**config.mk**
```make
export PLATFORM = sky130hd
export DESIGN_NAME = uart_framer
export DESIGN_NICKNAME = d
export VERILOG_FILES = /design/src/rtl/uart_fr_pkg.sv /design/src/rtl/uart_fr_baud.sv /design/src/rtl/uart_fr_fifo.sv /design/src/rtl/uart_fr_tx.sv /design/src/rtl/uart_fr_rx.sv /design/src/rtl/uart_framer.sv
export SDC_FILE = /design/constraint.sdc
export NUM_CORES = 1
export LEC_CHECK = 0
export ABC_AREA = 0
export BUFFER_PORTS_ARGS = -buffer_cell sky130_fd_sc_hd__buf_4
export CAP_MARGIN = 20
export CORE_MARGIN = 1
export CORE_UTILIZATION = 59
export CTS_BUF_LIST = sky130_fd_sc_hd__clkbuf_4 sky130_fd_sc_hd__clkbuf_8 sky130_fd_sc_hd__clkbuf_16
export DETAILED_ROUTE_END_ITERATION = 6
export GPL_ROUTABILITY_DRIVEN = 0
export PLACE_DENSITY = 0.75
export SLEW_MARGIN = 10
export SYNTH_ARGS = -nofsm -noshare
export SYNTH_HDL_FRONTEND = slang
export SYNTH_SLANG_ARGS = --single-unit
```
**constraint.sdc**
```tcl
create_clock -name clk -period 3.6 [get_ports clk]
set_input_delay 0.18 -clock clk [delete_from_list [all_inputs] [get_ports clk]]
set_output_delay 0.18 -clock clk [all_outputs]
set_load 0.03 [all_outputs]
```
**src/rtl/uart_fr_pkg.sv**
```systemverilog
package uart_fr_pkg;

    localparam int OSR = 16;

    typedef struct packed {
        logic [1:0] wlen;
        logic [1:0] par;
        logic       stop_long;
    } fr_cfg_t;

    typedef struct packed {
        logic       brk;
        logic       fe;
        logic       pe;
        logic [7:0] data;
    } rx_ent_t;

    typedef enum logic [2:0] {TX_IDLE, TX_START, TX_DATA, TX_PAR, TX_STOP} tx_st_t;
    typedef enum logic [2:0] {RX_IDLE, RX_START, RX_DATA, RX_PAR, RX_STOP, RX_HOLD} rx_st_t;

    // index of the final data bit of a character
    function automatic logic [2:0] last_bit(input logic [1:0] w);
        return 3'd4 + {1'b0, w};
    endfunction

    function automatic logic [7:0] len_mask(input logic [1:0] w);
        return 8'hFF >> (2'd3 - w);
    endfunction

    function automatic logic par_used(input logic [1:0] p);
        return (p == 2'b01) || (p == 2'b10);
    endfunction

    function automatic logic par_of(input logic [7:0] d, input fr_cfg_t c);
        return (^(d & len_mask(c.wlen))) ^ (c.par == 2'b01);
    endfunction

    function automatic logic [5:0] stop_len(input fr_cfg_t c);
        if (!c.stop_long) return 6'd16;
        if (c.wlen == 2'd0) return 6'd24;
        return 6'd32;
    endfunction

    // four frame times in ticks (bits * 16 * 4)
    function automatic logic [11:0] idle_lim(input fr_cfg_t c);
        logic [3:0] b;
        b = 4'd7 + {2'b00, c.wlen} + {3'b000, par_used(c.par)} + {3'b000, c.stop_long};
        return {2'b00, b, 6'b000000};
    endfunction

endpackage

```
**src/rtl/uart_fr_baud.sv**
```systemverilog
module uart_fr_baud #(
    parameter int DIV_W = 16
) (
    input  logic             clk,
    input  logic             rst,
    input  logic [DIV_W-1:0] divisor,
    output logic             tick
);
    logic [DIV_W-1:0] cnt;

    always_ff @(posedge clk) begin
        if (rst) begin
            cnt  <= '0;
            tick <= 1'b0;
        end else if (divisor == '0) begin
            cnt  <= '0;
            tick <= 1'b0;
        end else if (cnt >= divisor - 1'b1) begin
            cnt  <= '0;
            tick <= 1'b1;
        end else begin
            cnt  <= cnt + 1'b1;
            tick <= 1'b0;
        end
    end
endmodule

```
**src/rtl/uart_fr_fifo.sv**
```systemverilog
module uart_fr_fifo #(
    parameter int W     = 8,
    parameter int DEPTH = 64,
    localparam int AW   = $clog2(DEPTH),
    localparam int LW   = AW + 1
) (
    input  logic          clk,
    input  logic          rst,
    input  logic          push,
    input  logic [W-1:0]  din,
    input  logic          pop,
    output logic [W-1:0]  dout,
    output logic          full,
    output logic          empty,
    output logic [LW-1:0] level
);
    logic [W-1:0]  mem [DEPTH];
    logic [AW-1:0] wp, rp;
    logic          do_push, do_pop;

    assign full    = (level == LW'(DEPTH));
    assign empty   = (level == '0);
    assign do_push = push && !full;
    assign do_pop  = pop && !empty;
    assign dout    = mem[rp];

    always_ff @(posedge clk) begin
        if (do_push) mem[wp] <= din;
    end

    always_ff @(posedge clk) begin
        if (rst) begin
            wp    <= '0;
            rp    <= '0;
            level <= '0;
        end else begin
            if (do_push) wp <= wp + 1'b1;
            if (do_pop)  rp <= rp + 1'b1;
            case ({do_push, do_pop})
                2'b10:   level <= level + 1'b1;
                2'b01:   level <= level - 1'b1;
                default: level <= level;
            endcase
        end
    end
endmodule

```
**src/rtl/uart_fr_tx.sv**
```systemverilog
module uart_fr_tx
    import uart_fr_pkg::*;
(
    input  logic       clk,
    input  logic       rst,
    input  logic       tick,
    input  fr_cfg_t    cfg,
    input  logic       f_empty,
    input  logic [7:0] f_data,
    output logic       pop,
    output logic       txd,
    output logic       urun
);
    tx_st_t     st;
    logic [5:0] tcnt;
    logic [7:0] sh;
    logic [2:0] bidx;
    logic       pbit;

    always_ff @(posedge clk) begin
        if (rst) begin
            st   <= TX_IDLE;
            txd  <= 1'b1;
            tcnt <= '0;
            sh   <= '0;
            bidx <= '0;
            pbit <= 1'b0;
            pop  <= 1'b0;
            urun <= 1'b0;
        end else begin
            pop  <= 1'b0;
            urun <= 1'b0;
            if (tick) begin
                case (st)
                    TX_IDLE: if (!f_empty) begin
                        pop  <= 1'b1;
                        sh   <= f_data;
                        pbit <= par_of(f_data, cfg);
                        txd  <= 1'b0;
                        tcnt <= '0;
                        st   <= TX_START;
                    end
                    TX_START: if (tcnt == 6'd15) begin
                        tcnt <= '0;
                        txd  <= sh[0];
                        bidx <= '0;
                        st   <= TX_DATA;
                    end else tcnt <= tcnt + 1'b1;
                    TX_DATA: if (tcnt == 6'd15) begin
                        tcnt <= '0;
                        if (bidx == last_bit(cfg.wlen)) begin
                            if (par_used(cfg.par)) begin
                                txd <= pbit;
                                st  <= TX_PAR;
                            end else begin
                                txd <= 1'b1;
                                st  <= TX_STOP;
                            end
                        end else begin
                            bidx <= bidx + 1'b1;
                            sh   <= sh >> 1;
                            txd  <= sh[1];
                        end
                    end else tcnt <= tcnt + 1'b1;
                    TX_PAR: if (tcnt == 6'd15) begin
                        tcnt <= '0;
                        txd  <= 1'b1;
                        st   <= TX_STOP;
                    end else tcnt <= tcnt + 1'b1;
                    TX_STOP: if (tcnt == stop_len(cfg) - 6'd1) begin
                        tcnt <= '0;
                        st   <= TX_IDLE;
                        urun <= f_empty;
                    end else tcnt <= tcnt + 1'b1;
                    default: st <= TX_IDLE;
                endcase
            end
        end
    end
endmodule

```
**src/rtl/uart_fr_rx.sv**
```systemverilog
module uart_fr_rx
    import uart_fr_pkg::*;
(
    input  logic    clk,
    input  logic    rst,
    input  logic    tick,
    input  fr_cfg_t cfg,
    input  logic    rxd,
    input  logic    f_empty,
    output logic    push,
    output rx_ent_t ent,
    output logic    idle
);
    rx_st_t      st;
    logic        s1, s2;
    logic [3:0]  cnt;
    logic [2:0]  bidx;
    logic [7:0]  sh;
    logic        allz, pbit;
    logic [11:0] icnt;
    logic        brk_now, pe_now;

    assign brk_now = allz & ~s2;
    assign pe_now  = par_used(cfg.par) & (pbit != par_of(sh, cfg));
    assign idle    = (icnt == idle_lim(cfg));

    always_ff @(posedge clk) begin
        if (rst) begin
            s1 <= 1'b1;
            s2 <= 1'b1;
        end else begin
            s1 <= rxd;
            s2 <= s1;
        end
    end

    always_ff @(posedge clk) begin
        if (rst) begin
            st   <= RX_IDLE;
            cnt  <= '0;
            bidx <= '0;
            sh   <= '0;
            allz <= 1'b0;
            pbit <= 1'b0;
            push <= 1'b0;
            ent  <= '0;
        end else begin
            push <= 1'b0;
            case (st)
                RX_IDLE: if (tick && !s2) begin
                    st  <= RX_START;
                    cnt <= '0;
                end
                RX_START: if (tick) begin
                    if (cnt == 4'd7) begin
                        if (s2) st <= RX_IDLE;
                        else begin
                            st   <= RX_DATA;
                            cnt  <= '0;
                            bidx <= '0;
                            sh   <= '0;
                            allz <= 1'b1;
                        end
                    end else cnt <= cnt + 1'b1;
                end
                RX_DATA: if (tick) begin
                    cnt <= cnt + 1'b1;
                    if (cnt == 4'd15) begin
                        sh[bidx] <= s2;
                        allz     <= allz & ~s2;
                        if (bidx == last_bit(cfg.wlen))
                            st <= par_used(cfg.par) ? RX_PAR : RX_STOP;
                        else
                            bidx <= bidx + 1'b1;
                    end
                end
                RX_PAR: if (tick) begin
                    cnt <= cnt + 1'b1;
                    if (cnt == 4'd15) begin
                        pbit <= s2;
                        allz <= allz & ~s2;
                        st   <= RX_STOP;
                    end
                end
                RX_STOP: if (tick) begin
                    cnt <= cnt + 1'b1;
                    if (cnt == 4'd15) begin
                        push     <= 1'b1;
                        ent.brk  <= brk_now;
                        ent.fe   <= ~brk_now & ~s2;
                        ent.pe   <= ~brk_now & pe_now;
                        ent.data <= brk_now ? 8'h00 : sh;
                        st       <= s2 ? RX_IDLE : RX_HOLD;
                    end
                end
                RX_HOLD: if (s2) st <= RX_IDLE;
                default: st <= RX_IDLE;
            endcase
        end
    end

    // idle-line timer: runs only while waiting for a start with data queued
    always_ff @(posedge clk) begin
        if (rst || st != RX_IDLE || f_empty || (tick && !s2))
            icnt <= '0;
        else if (tick && icnt < idle_lim(cfg))
            icnt <= icnt + 1'b1;
    end
endmodule

```
**src/rtl/uart_framer.sv**
```systemverilog
module uart_framer
    import uart_fr_pkg::*;
#(
    parameter int DEPTH = 64,
    parameter int DIV_W = 16,
    localparam int LW   = $clog2(DEPTH) + 1
) (
    input  logic             clk,
    input  logic             rst,
    input  logic [DIV_W-1:0] divisor,
    input  logic [1:0]       cfg_wlen,
    input  logic [1:0]       cfg_par,
    input  logic             cfg_stop_long,
    input  logic [LW-1:0]    rx_trig,
    input  logic             tx_wr,
    input  logic [7:0]       tx_data,
    output logic             tx_full,
    output logic [LW-1:0]    tx_level,
    output logic             tx_urun,
    output logic             txd,
    input  logic             rxd,
    input  logic             rx_rd,
    output logic [7:0]       rx_data,
    output logic             rx_pe,
    output logic             rx_fe,
    output logic             rx_brk,
    output logic             rx_empty,
    output logic [LW-1:0]    rx_level,
    output logic             rx_trig_hit,
    output logic             rx_ovf,
    output logic             rx_idle
);
    fr_cfg_t    cfg;
    logic       baud_tick;
    logic       txf_empty, tx_pop;
    logic [7:0] txf_head;
    logic       rx_push, rx_full;
    rx_ent_t    rx_in, rx_head;

    assign cfg = '{wlen: cfg_wlen, par: cfg_par, stop_long: cfg_stop_long};

    uart_fr_baud #(.DIV_W(DIV_W)) u_baud (
        .clk(clk), .rst(rst), .divisor(divisor), .tick(baud_tick)
    );

    uart_fr_fifo #(.W(8), .DEPTH(DEPTH)) u_txq (
        .clk(clk), .rst(rst), .push(tx_wr), .din(tx_data), .pop(tx_pop),
        .dout(txf_head), .full(tx_full), .empty(txf_empty), .level(tx_level)
    );

    uart_fr_tx u_tx (
        .clk(clk), .rst(rst), .tick(baud_tick), .cfg(cfg), .f_empty(txf_empty),
        .f_data(txf_head), .pop(tx_pop), .txd(txd), .urun(tx_urun)
    );

    uart_fr_rx u_rx (
        .clk(clk), .rst(rst), .tick(baud_tick), .cfg(cfg), .rxd(rxd),
        .f_empty(rx_empty), .push(rx_push), .ent(rx_in), .idle(rx_idle)
    );

    uart_fr_fifo #(.W($bits(rx_ent_t)), .DEPTH(DEPTH)) u_rxq (
        .clk(clk), .rst(rst), .push(rx_push), .din(rx_in), .pop(rx_rd),
        .dout(rx_head), .full(rx_full), .empty(rx_empty), .level(rx_level)
    );

    assign rx_data     = rx_head.data;
    assign rx_pe       = rx_head.pe;
    assign rx_fe       = rx_head.fe;
    assign rx_brk      = rx_head.brk;
    assign rx_trig_hit = (rx_trig != '0) && (rx_level >= rx_trig);

    always_ff @(posedge clk) begin
        if (rst) rx_ovf <= 1'b0;
        else     rx_ovf <= rx_push & rx_full;
    end
endmodule

```
-- After elaboration in Yosys (flattened, before gate mapping)
Memories as Yosys holds them, arrays and structs flattened. A register that Yosys moved wholly into a read port is not among the register bits.
Cells that the tools add are included.
- bits in registers: 126
- ROM bits: 0
- logic and storage cells: 282
- latch bits: 0
- memory bits (writable): 1216
- memories: 2
- input port bits: 41
- output and inout bits: 32
- bitwise operators: 17
- $add $sub $neg: 21
- equal/unequal tests: 49
- divide/modulo/power cells: 0
- multipliers: 0
- magnitude comparators: 5
- reductions and logical operators: 57
- shift operators: 1
- muxes and demuxes: 99
- memories (name ; words ; width ; read ports ; clocked after memory_dff ; write ports ; line ; text):
    u_rxq.mem ; 64 ; 11 ; 1 ; 1 ; 1 ; uart_fr_fifo.sv:17 ; logic [W-1:0] mem [DEPTH];
    u_txq.mem ; 64 ; 8 ; 1 ; 1 ; 1 ; uart_fr_fifo.sv:17 ;
- operators with widths (kind ; count):
    two-way mux 3 bit ; 28
    two-way mux 6 bit ; 14
    two-way mux 8 bit ; 9
    case mux 8 bit (2 select lines) ; 2
    adder 6 x 1 -> 6 bit (second input constant) ; 5
    inequality test 2 x 1 -> 1 bit (second input constant) ; 15
    two-way mux 1 bit ; 28
    case mux 7 bit (2 select lines) ; 2
    two-way mux 4 bit ; 5
    case mux 3 bit (6 select lines) ; 1
    case mux 6 bit (3 select lines) ; 1
    AND reduction 6 bit ; 3
    adder 16 x 1 -> 16 bit (second input constant) ; 1
    bitwise AND 8 bit ; 2
    greater-or-equal comparator 16 bit ; 1
    zero test 16 bit ; 1
    inequality test 2 bit (second input constant) ; 8
    parity 8 bit ; 2
    subtractor 16 x 1 -> 16 bit (second input constant) ; 1
    case mux 3 bit (5 select lines) ; 1
    AND reduction 5 bit ; 3
    OR reduction 3 bit ; 5
    adder 7 x 1 -> 7 bit (second input constant) ; 2
    equality test 7 bit (second input constant) ; 2
    other kinds (52) ; 107

-- Longest topological paths before layout
- depth after elaboration: 17
- depth in mapped cells: 17
- gate-level depth less buffers: 16

-- Modules after synthesis
Synthesis repeated with hierarchy kept, for this count alone.
- cell total of the unflattened synthesis: 3116
- area total of the unflattened synthesis: 55047.8 µm²
- by module, submodules not included (module ; sequential area each (µm²) ; times used ; area each (µm²) ; cells each):
    uart_fr_fifo at u_rxq ; 21640.8 ; 1 ; 28212.1 ; 1352
    uart_fr_fifo at u_txq ; 15875.2 ; 1 ; 21279.2 ; 1093
    uart_fr_rx ; 920.9 ; 1 ; 2572.5 ; 312
    uart_fr_tx ; 480.5 ; 1 ; 1467.7 ; 174
    uart_fr_baud ; 340.3 ; 1 ; 1298.7 ; 156
    uart_framer ; 20.0 ; 1 ; 217.7 ; 29

-- Worst setup path after synthesis
No wires, ideal clock.
- path kind: input to register
- start: input port cfg_par[1]
- end: register u_rx.icnt[9]
- setup time: 0.071 ns
- path buffers: 1
- data required time: 3.529 ns
- cell stages on the path: 16
- data arrival time: 3.236 ns
- slack: 0.294 ns
- path through: inv_1 > ha_1 > ha_1 > inv_1 > ha_1 > inv_1 > fa_1 > ha_1 > nor2b_1 > o21a_1 > o21ai_0 > and4b_1 > clkbuf_1 > nand4_1 > or3_1 > a21oi_1
- word-level cells in the longest chain between the ends: 6
- elaborated cells between the ends (all ways): 7
- classes of those cells: add/sub (2); order compare (1); eq/ne (2); reduce/logical (2)
- RTL lines (what ; line ; text):
    start: declaration ; uart_framer.sv:12 ; input logic [1:0] cfg_par,
    equality test 2 x 1 -> 1 bit or equality test 2 bit (tied branches) ; uart_fr_pkg.sv:31 ; return (p == 2'b01) || (p == 2'b10);
    logical OR 1 bit * ; uart_fr_pkg.sv:31 ;
    adder 4 x 1 -> 4 bit * (2 in series) ; uart_fr_pkg.sv:47 ; b = 4'd7 + {2'b00, c.wlen} + {3'b000, par_used(c.par)} + {3'b000, c.stop_long};
    less-than comparator 12 x 10 -> 1 bit * ; uart_fr_rx.sv:106 ; else if (tick && icnt < idle_lim(cfg))
    logical AND 1 bit * ; uart_fr_rx.sv:106 ;
    end signal: assignment ; uart_fr_rx.sv:107 ; icnt <= icnt + 1'b1;
    end: declaration ; uart_fr_rx.sv:20 ; logic [11:0] icnt;
Mark *: on every way between the ends. The rest lies on a longest branch, timed or not.
A chain may end at the register's enable or synchronous reset.

==> run metrics <==
antenna violations before repair=1; total CTS buffers=about 130; Clock Skew=roughly 0.037 ns; Vias/cell=6.50; Flop pwr share=a little over half; GR Util All Layers=a little over a quarter; Synth async-reset ratio=0%; Mapped Avg Cell Area=19.0 µm²; dpl cell area=56900 µm²; Top FF cell, synth=edfxtp_1; pin count of the biggest net entering global routing=66; Worst-Skew Late Latency=0.74 ns; Pint=0.0249 W; Inserted Diodes=0; site row count=110; Clock power frac=a little over two fifths; core area=between 90000 and 100000 µm²; CTS Buffer Depth=3; final instance area=between 60000 and 70000 µm²; CP Data Required Time=between 3 and 4 ns; switching pwr=between 0.006 and 0.007 W; Worst-path clk slew=about 0.06 ns; GR Overflow Total=0; number of hold violations in the final report=0; cell area after synthesis=~54000 µm²; Worst Tran Pin Value=roughly 1.2 ns; Switching Fraction=roughly a fifth; max capacitance violation total=0; worst setup path class=flop to primary output; CTS tree=done; H-Tree Level Count=4; Post-Route WL=about 120000 µm; power per cell area=503 nW/µm²; Port Buffers=slightly above 70; nets=3201; Area Overhead vs Synth=13.9%; Finished Layout Cells=4379; Ports=73; Yosys reg bits=1354; post-layout min period=3.55 ns; CP Max Fanout=17; sequential share of the synthesized area=roughly 73%; DR WL/cell=between 20 and 30 µm; Yosys cell types=a little under 60; outcome=completed; Residual DRC=0; first-pass GRT wire length=around 180000 µm; fillers=~5500; vias in the first global route=29000; chip width=about 300 µm; Ys Warns=0; Die Y-Extent=around 300 µm; Finished Core Util=approximately two thirds; Initial Util=59.9%; Sink Count=~1400; Leak=between 15 and 20 nW; Post-Synthesis Cells=~2900; Final Slew Violations=0; syn nets=between 2000 and 3000; First-pass DRT Iterations=7; fraction of layout cells with a size suffix above 1=roughly 27%; critical path arrival=3.37 ns; final setup fails=0; Worst Hold Class=input pin to flop; Slew Limit Headroom=between 20% and 30%; VDD IR-drop max=515 µV; vias=between 20000 and 30000; crit path capture type=primary output; hpwl dp=between 70000 and 80000 µm; DR iter-0 viols=between 3000 and 4000; EDFF count, synth=~1200; DRT antenna net count=0; total power=0.0311 W; Worst Setup Start Kind=flop; crit share post-route=between 90% and 100%; die area=slightly above 90000 µm²; Root Driver=clkbuf_16; Cells after DPL=4120; maximum clock frequency=between 0.2 and 0.3 GHz; Logic pwr share=about 1.3%
-- registers in the layout, summed over array words and instances, names as in the netlist, 4 cells and up, named ones only --
signal       count
u_tx.sh          8
u_tx.tcnt        6
u_rxq.rp         6
u_rx.ent        11
u_rx.sh          8
u_txq.rp         6
u_txq.level      7
u_baud.cnt      16
u_txq.mem      512
u_rxq.level      7
u_rx.icnt       12
u_rx.cnt         4
u_txq.wp         6
u_rxq.wp         6
u_rxq.mem      704
-- through the flow --
stage                     setup TNS, ns  hold slack [ns]  setup slack, ns
after floorplan                       0            0.279            0.294
final                                 0           0.0366           0.0536
after CTS                       -0.0433          0.00174          -0.0175
after global routing             -0.116           0.0364          -0.0959
after detailed placement              0            0.375            0.143
after global placement                0            0.369            0.209
-- cells by family (layout without fill, tap and decap cells) --
logic type | after synthesis | count (layout) | synth area share (%)
flops | 1354 | 1354 | 72.5
simple gates | 537 | 537 | 4.55
mux | 400 | 400 | 16.0
compound gates | 226 | 226 | 2.61
buf+inv | 193 | 543 | 1.51
xor+xnor | 85 | 85 | 1.38
fa+ha+maj | 58 | 58 | 1.38
-- path summary, 6_finish.rpt --
| path | startpoint | endpoint | slack [ns] | depth (start not counted) |
|---|---|---|---|---|
| setup / recovery | flop | rx_pe | 0.05 | 6 |
| hold / removal | tx_data[3] | u_txq.mem[44][3] | 0.04 | 1 |
| hold reg to reg | u_rx.s1 | u_rx.s2 | 0.41 | 1 |
| setup reg to reg | u_txq.level[5] | u_txq.level[6] | 0.23 | 13 |
-- cell type report --
| class | instances | area (µm²) | area share (%) |
|---|---|---|---|
| flip-flops and latches | 1354 | 39300 | 63.7 |
| clock inverters | 68 | 651 | 1.06 |
| clock buffers | 168 | 3670 | 5.95 |
| inverters | 45 | 169 | 0.274 |
| repair buffers | 262 | 2340 | 3.80 |
| well taps | 1176 | 1470 | 2.39 |
| multi-input cells | 1306 | 14100 | 22.8 |
-- power by group through the flow --
stage          sequential, W  clock [W]  combinational [W]
4_1_cts               0.0170     0.0138           0.000411
3_5_place_dp          0.0173          0           0.000400
5_1_grt               0.0170     0.0144           0.000449
6_report              0.0170     0.0136           0.000415
3_3_place_gp          0.0173          0           0.000379
2_1_floorplan         0.0173          0           0.000179
-- timing repair --
action / in CTS / in global routing
hold buffers: 10 / 0
cloned: 2 / 2
gates resized for setup: 17 / 5
hold endpoints to repair: 127 / 0
setup buffers: 4 / 1
pin swaps: 0 / 0
endpoints found under the setup margin: 11 / 10
-- cell usage after synthesis, types with 6 or more instances --
cell | instances | share of area [%]
edfxtp_1 | 1216 | 67
mux4_2 | 373 | 16
nor2_1 | 256 | 1.8
dfxtp_1 | 138 | 5.1
clkbuf_1 | 98 | 0.68
nand2_1 | 96 | 0.67
a21oi_1 | 80 | 0.74
ha_1 | 55 | 1.3
xnor2_1 | 51 | 0.83
inv_1 | 45 | 0.31
o21ai_0 | 40 | 0.37
a22oi_1 | 35 | 0.49
xor2_1 | 34 | 0.55
nand3_1 | 33 | 0.31
nor2b_1 | 25 | 0.29
mux2i_1 | 24 | 0.44
buf_1 | 23 | 0.16
a21o_1 | 21 | 0.29
nor3_1 | 20 | 0.18
and3_1 | 15 | 0.17
nand4_1 | 15 | 0.17
or3_1 | 15 | 0.17
buf_2 | 13 | 0.12
nand2b_1 | 13 | 0.15
a211oi_1 | 9 | 0.12
and2_1 | 8 | 0.092
nor4_1 | 8 | 0.092
a31oi_1 | 7 | 0.081
buf_4 | 7 | 0.097
buf_6 | 7 | 0.15
or2_2 | 7 | 0.081
a221oi_1 | 6 | 0.097
a22o_1 | 6 | 0.097
nand3b_1 | 6 | 0.083
-- critical path, stage by stage, from the launching register on --
cell	delay, ns
dfxtp_4	0.37
buf_12	0.17
buf_16	0.20
mux4_2	0.55
mux4_2	0.57
mux4_2	0.54
buf_4	0.20
-- placed cells by master, fill, tap and decap left out, drive strengths merged, types with 7 or more instances in the layout --
cell type    instances
xnor2               51
a211oi              10
mux2i               24
nand3               33
dlygate4sd3         10
or3                 15
a21oi               80
clkbuf             170
a31oi                7
nand2               96
and3                15
and2                 9
dfxtp              138
ha                  55
nor2               256
a22oi               35
nor3                20
nand4               15
nor2b               25
o21ai               42
mux4               373
edfxtp            1216
clkinv              52
buf                250
nor4                 8
bufinv               7
a21o                21
inv                 49
nand2b              13
xor2                34
or2                  7
-- metal layers --
metal  wire length [µm]  GRT usage [%]  part of all wire [%]
met5                 13              0                 0.010
met4               4790           10.6                   3.8
met3               9910           4.49                   8.0
met2              63100           45.1                    51
met1              46800           36.1                    38
(Power assumes the default switching activity.)
